--- config.mk ---
export PLATFORM = sky130hd
export DESIGN_NAME = seg_xlate_unit
export DESIGN_NICKNAME = d
export VERILOG_FILES = /design/src/rtl/segx_pkg.sv /design/src/rtl/segx_desc_table.sv /design/src/rtl/segx_ctrl.sv /design/src/rtl/segx_datapath.sv /design/src/rtl/seg_xlate_unit.sv
export SDC_FILE = /design/constraint.sdc
export NUM_CORES = 1
export LEC_CHECK = 0
export BUFFER_PORTS_ARGS = -buffer_cell sky130_fd_sc_hd__clkbuf_2
export CAP_MARGIN = 10
export CORE_ASPECT_RATIO = 1.4
export CORE_MARGIN = 1.5
export CORE_UTILIZATION = 62
export DETAILED_ROUTE_END_ITERATION = 8
export PLACE_DENSITY = 0.88
export SLEW_MARGIN = 20
export SYNTH_ARGS = -nofsm -noshare
export SYNTH_HDL_FRONTEND = slang
export SYNTH_HIERARCHICAL = 1
export SYNTH_SLANG_ARGS = --single-unit
export TNS_END_PERCENT = 30
--- constraint.sdc ---
create_clock -name clk -period 7.2 [get_ports clk]
set_input_delay 1.08 -clock clk [delete_from_list [all_inputs] [get_ports clk]]
set_output_delay 1.08 -clock clk [all_outputs]
set_load 0.02 [all_outputs]
--- src/rtl/segx_pkg.sv ---
package segx_pkg;

  typedef struct packed {
    logic [31:0] base;
    logic [19:0] limit;
    logic        gran;
    logic        present;
    logic        codeData;
  } seg_desc_t;

  typedef enum logic [2:0] {
    FLT_NONE     = 3'd0,
    FLT_SELECTOR = 3'd1,
    FLT_ABSENT   = 3'd2,
    FLT_SYSTEM   = 3'd3,
    FLT_LIMIT    = 3'd4
  } fault_e;

  typedef struct packed {
    logic   capture;
    logic   useProt;
    logic   zeroAddr;
    fault_e fault;
  } xlate_strobe_t;

endpackage

--- src/rtl/segx_desc_table.sv ---
module segx_desc_table
  import segx_pkg::*;
#(
  parameter int NUM_DESC  = 8,
  parameter int IDX_W     = 3,
  parameter int SEL_IDX_W = 13
) (
  input  logic                 clk,
  input  logic                 rstN,
  input  logic                 wrEn,
  input  logic [IDX_W-1:0]     wrIndex,
  input  seg_desc_t            wrDesc,
  input  logic [SEL_IDX_W-1:0] rdIndex,
  output logic                 rdInRange,
  output seg_desc_t            rdDesc
);

  seg_desc_t entries [NUM_DESC];

  for (genvar g = 0; g < NUM_DESC; g++) begin : g_entry
    always_ff @(posedge clk) begin
      if (!rstN) begin
        entries[g] <= '0;
      end else if (wrEn && (wrIndex == IDX_W'(g))) begin
        entries[g] <= wrDesc;
      end
    end
  end

  assign rdInRange = (rdIndex < SEL_IDX_W'(NUM_DESC));

  always_comb begin
    rdDesc = '0;
    for (int i = 0; i < NUM_DESC; i++) begin
      if (rdIndex == SEL_IDX_W'(i)) begin
        rdDesc = entries[i];
      end
    end
  end

endmodule

--- src/rtl/segx_ctrl.sv ---
module segx_ctrl
  import segx_pkg::*;
(
  input  logic          reqValid,
  input  logic          reqProt,
  input  logic          selInRange,
  input  logic          descPresent,
  input  logic          descCodeData,
  input  logic          overLimit,
  output xlate_strobe_t strobe
);

  fault_e faultSel;

  always_comb begin
    faultSel = FLT_NONE;
    if (reqProt) begin
      if (!selInRange) begin
        faultSel = FLT_SELECTOR;
      end else if (!descPresent) begin
        faultSel = FLT_ABSENT;
      end else if (!descCodeData) begin
        faultSel = FLT_SYSTEM;
      end else if (overLimit) begin
        faultSel = FLT_LIMIT;
      end
    end
  end

  always_comb begin
    strobe.capture  = reqValid;
    strobe.useProt  = reqProt;
    strobe.zeroAddr = (faultSel != FLT_NONE);
    strobe.fault    = reqValid ? faultSel : FLT_NONE;
  end

endmodule

--- src/rtl/segx_datapath.sv ---
module segx_datapath
  import segx_pkg::*;
(
  input  logic          clk,
  input  logic          rstN,
  input  xlate_strobe_t strobe,
  input  logic [15:0]   reqSeg,
  input  logic [31:0]   reqOffset,
  input  logic [31:0]   descBase,
  input  logic [19:0]   descLimit,
  input  logic          descGran,
  output logic          overLimit,
  output logic          outValid,
  output logic [31:0]   outAddr,
  output logic [2:0]    outFault
);

  logic [31:0] effLimit;
  logic [31:0] realAddr;
  logic [31:0] protAddr;
  logic [31:0] nextAddr;

  assign effLimit  = descGran ? {descLimit, 12'hFFF} : {12'h000, descLimit};
  assign overLimit = (reqOffset > effLimit);
  assign realAddr  = {12'h000, reqSeg, 4'h0} + {16'h0000, reqOffset[15:0]};
  assign protAddr  = descBase + reqOffset;

  always_comb begin
    if (strobe.zeroAddr) begin
      nextAddr = '0;
    end else if (strobe.useProt) begin
      nextAddr = protAddr;
    end else begin
      nextAddr = realAddr;
    end
  end

  always_ff @(posedge clk) begin
    if (!rstN) begin
      outValid <= 1'b0;
      outAddr  <= '0;
      outFault <= '0;
    end else begin
      outValid <= strobe.capture;
      if (strobe.capture) begin
        outAddr  <= nextAddr;
        outFault <= strobe.fault;
      end else begin
        outAddr  <= '0;
        outFault <= '0;
      end
    end
  end

endmodule

--- src/rtl/seg_xlate_unit.sv ---
module seg_xlate_unit
  import segx_pkg::*;
#(
  parameter int NUM_DESC = 8,
  parameter int IDX_W    = (NUM_DESC > 1) ? $clog2(NUM_DESC) : 1
) (
  input  logic             clk,
  input  logic             rstN,
  input  logic             reqValid,
  input  logic             reqProt,
  input  logic [15:0]      reqSeg,
  input  logic [31:0]      reqOffset,
  input  logic             wrEn,
  input  logic [IDX_W-1:0] wrIndex,
  input  logic [31:0]      wrBase,
  input  logic [19:0]      wrLimit,
  input  logic             wrGran,
  input  logic             wrPresent,
  input  logic             wrCodeData,
  output logic             outValid,
  output logic [31:0]      outAddr,
  output logic [2:0]       outFault
);

  localparam int SEL_IDX_W = 13;

  seg_desc_t     wrDesc;
  seg_desc_t     rdDesc;
  logic          rdInRange;
  logic          overLimit;
  xlate_strobe_t strobe;

  assign wrDesc = '{base: wrBase, limit: wrLimit, gran: wrGran,
                    present: wrPresent, codeData: wrCodeData};

  segx_desc_table #(
    .NUM_DESC (NUM_DESC),
    .IDX_W    (IDX_W),
    .SEL_IDX_W(SEL_IDX_W)
  ) u_table (
    .clk      (clk),
    .rstN     (rstN),
    .wrEn     (wrEn),
    .wrIndex  (wrIndex),
    .wrDesc   (wrDesc),
    .rdIndex  (reqSeg[15:3]),
    .rdInRange(rdInRange),
    .rdDesc   (rdDesc)
  );

  segx_ctrl u_ctrl (
    .reqValid    (reqValid),
    .reqProt     (reqProt),
    .selInRange  (rdInRange),
    .descPresent (rdDesc.present),
    .descCodeData(rdDesc.codeData),
    .overLimit   (overLimit),
    .strobe      (strobe)
  );

  segx_datapath u_dp (
    .clk      (clk),
    .rstN     (rstN),
    .strobe   (strobe),
    .reqSeg   (reqSeg),
    .reqOffset(reqOffset),
    .descBase (rdDesc.base),
    .descLimit(rdDesc.limit),
    .descGran (rdDesc.gran),
    .overLimit(overLimit),
    .outValid (outValid),
    .outAddr  (outAddr),
    .outFault (outFault)
  );

endmodule

==> results.toml <==
[detailed_routing]
ant_nets = 0
wl_met3_um = 5680
drc_errors = 0
vias = 17000
wl_met1_um = 24130
first_iter_violations = 2038
wl_um = 65780
wl_met2_um = 33170
drt-vias-per-instance = 6.481
highest_layer = "met5"
wire_per_inst_um = 25.08
drt_pass1_iterations = 6

[worst_hold_path]
hold_class = "in -> reg"

[yosys]
yosys.area_share.adder = 0.03932
yosysWarnings = 6
synthFlopType = "edfxtp_1"
synth_nets = 2139
synth_top_family_by_area = "simple AND/OR/NAND/NOR gates"
yosysUniqueCellTypes = 82
syn_area_per_cell_um2 = 12.75
ys_seq_elements = 476
seq_area_frac_synth = 0.5600
syn_inst = 1951
yosys-mux-area-fraction = 0.09524
synth-compound-area-share = 0.09414
synth_enable_flop_cells = 440
synth-simple-area-share = 0.1736
synth-async-reset-ratio = 0
netlist_area_um2 = 24880
synthXorXnorAreaFrac = 0.01091

[timing]
tightestPinTransition_ns = 1.092
setup_tns_ns = 0
fin_crit_ns = 6.186
rsz0062_at_grt = "no"
drv_slew = 0
setup_viol = 0
relSlewSlack = 0.2693
finalCritPeriodShare = 0.8591
fin_skew_ns = 0.01842
layout_setup_ws_ns = 1.014
finalHoldViolCount = 0
max_freq_mhz = 161.7

[clock_tree]
cts_tree = "yes"
cts_hold_buf = 0
cts.reportedPaths.clkPinSlew_ns = 0.06
post_cts_resized = 0
htreeDepth = 2
clock_latency_ns = 0.56
clockBufferDepth = 3
cts_buffers = 46
numClockSinks = 476
cts_root_buf = "clkbuf_16"
postCtsSetupRepairBufs = 0

[floorplan]
io_pins = 147
initial_core_util = 0.6301
rows = 86
die_height_um = 240.0
die_area_um2 = 41360
die_w_um = 172.3
core_um2 = 39490

[grt]
grt_start_max_net_pins = 71
antenna_found_initial = 4
grt_usage = 0.3208
grt_pass1_wl_um = 99020
grt_pass1_vias = 17590
grt_overflow_total = 0

[cells_and_area]
drive_gt1_frac = 0.1902
seq_area_um2 = 13930
area_growth_pct = 10.94
fillers = 2586
final_cell_area_um2 = 27600
fin_nets = 2244
multi_input_area_um2 = 10450
utilization = 0.6990

[placed_design]
finalWeightedCongestion = 0.9160
post-dp-hpwl_um = 40910
portBuffers = 146
post-place-ws_ns = 0.6477
placed_cell_area_um2 = 26090

[run]
maxCapViolations = 0

[critical_path]
crit_required_ns = 7.68
slowest_stage = "a221oi_1"
r2r_slack_ns = 2.43
worst_setup_path_end_kind = "register"
crit_arrival_ns = 6.67
cp_cell_sequence = "clkbuf_2 > nor4_2 > nand3_2 > or2_2 > a221oi_1 > nand2_1 > ha_1 > nand4_1 > nor4_1 > nand4_1 > nor2_1 > nor2_1 > a21oi_1 > o31ai_1 > nand4b_1 > and2_1 > nor2b_1 > and2_1 > buf_4 > nand4b_1 > o311a_1 > o211ai_1"
startpoint_type = "input port"
max_stage_delay_ns = 0.86
criticalPathCategory = "in -> reg"
crit_fanout = 27

[pwr]
power.leakage_nw = 10.37
p_int_w = 0.004825
seq_power_share = 0.517
fin_total_pwr_w = 0.006283
swShare = 0.2321
p_per_area_nw_per_um2 = 227.6
p_comb_frac = 0.094
p_sw_w = 0.001458
p_clk_frac = 0.389
vdd_drop_max_v = 0.0001967

[outcome]
status = "complete, no violations"
-- kinds of logic (layout without fill, tap and decap cells) --
family                     count (synthesis)  count (layout)
other                                      0               2
xor gates and xnor gates                  31              31
adders and majority gates                 77              77
DFF                                      476             476
and+or+nand+nor                          739             739
buffers and inverters                    132             274
muxes                                    174             174
AOI/OAI and AO/OA                        322             322
-- cell usage in the layout, fill, tap and decap left out, types with 30 or more instances in the layout --
| cell type | count |
|---|---|
| and2_1 | 445 |
| edfxtp_1 | 440 |
| clkbuf_2 | 143 |
| mux2i_1 | 77 |
| ha_1 | 75 |
| nor2_1 | 70 |
| o21ai_0 | 67 |
| a21oi_1 | 57 |
| nand2b_1 | 56 |
| nand2_1 | 56 |
| mux2_2 | 52 |
| clkbuf_16 | 47 |
| mux4_2 | 45 |
| dfxtp_1 | 36 |
| buf_4 | 34 |
| a21o_1 | 30 |
-- sequential cells by signal, indices dropped and copies added, names as in the netlist --
| name | flops |
|---|---|
| u_dp/outValid | 1 |
| u_dp/outFault | 3 |
| u_table/entries | 440 |
| u_dp/outAddr | 32 |
-- per-layer routing --
layer | up-vias | global-route usage
met3 | 194 | 0.05086
li1 | 7441 | -
met5 | - | 0
met1 | 8404 | 0.3926
met2 | 957 | 0.5534
met4 | 4 | 0.1523
-- power by group through the flow --
| stage | logic [W] | clock network [W] | registers [W] |
|---|---|---|---|
| after floorplan | 0.000365 | 0 | 0.00331 |
| after global placement | 0.000562 | 0 | 0.00328 |
| after detailed placement | 0.000577 | 0 | 0.00330 |
| after CTS | 0.000584 | 0.00246 | 0.00325 |
| after global routing | 0.000629 | 0.00256 | 0.00326 |
| final | 0.000590 | 0.00245 | 0.00325 |
-- per-stage QoR --
| stage | instances | hold WS (ns) |
|---|---|---|
| after floorplan | 1951 | 0.8497 |
| after global placement | 2536 | 1.013 |
| after detailed placement | 2536 | 1.066 |
| after CTS | 2621 | 0.8104 |
| after global routing | 2622 | 0.8456 |
| final | 2623 | 0.8323 |
-- area by class of cell --
cell class,count,area share
clock buffer,52,0.04329
clock inverter,33,0.01147
inverter,10,0.001360
sequential,476,0.5048
multi-input combinational,1343,0.3786
timing repair buffer,179,0.03640
antenna,2,0.0001813
tap,528,0.02393
-- path summary, 6_finish.rpt --
check                                             start  cells after the start          endpoint
worst max register to register   u_table/entries[0][14]                     20  u_dp/outAddr[27]
worst min register to register  u_table/entries[1][133]                      5   u_dp/outAddr[0]
worst max-delay path                         reqSeg[14]                     22  u_dp/outAddr[27]
worst min-delay path                         reqSeg[14]                      3  u_dp/outAddr[18]
-- Yosys cell counts, drive strengths merged (20+ instances only) --
master    n  area share
dfxtp    36       0.029
and2    445        0.11
mux2     52       0.024
a221oi   42       0.020
ha       75       0.038
edfxtp  440        0.53
a21oi    59       0.012
nand3    20      0.0044
a21o     32      0.0098
clkbuf   75       0.012
nor2     77       0.012
mux4     45       0.041
mux2i    77       0.031
o21ai    76       0.016
buf      46       0.013
nand2    56      0.0084
nand2b   56       0.014
-- worst max-delay path: cells and delay by family --
| kind | cells | cell delay, ns |
|---|---|---|
| AOI/OAI and AO/OA | 5 | 1.33 |
| adders and majority gates | 1 | 0.34 |
| buffers and inverters | 2 | 0.36 |
| and+or+nand+nor | 14 | 3.54 |
No activity file was read; power rests on OpenSTA's default activity.
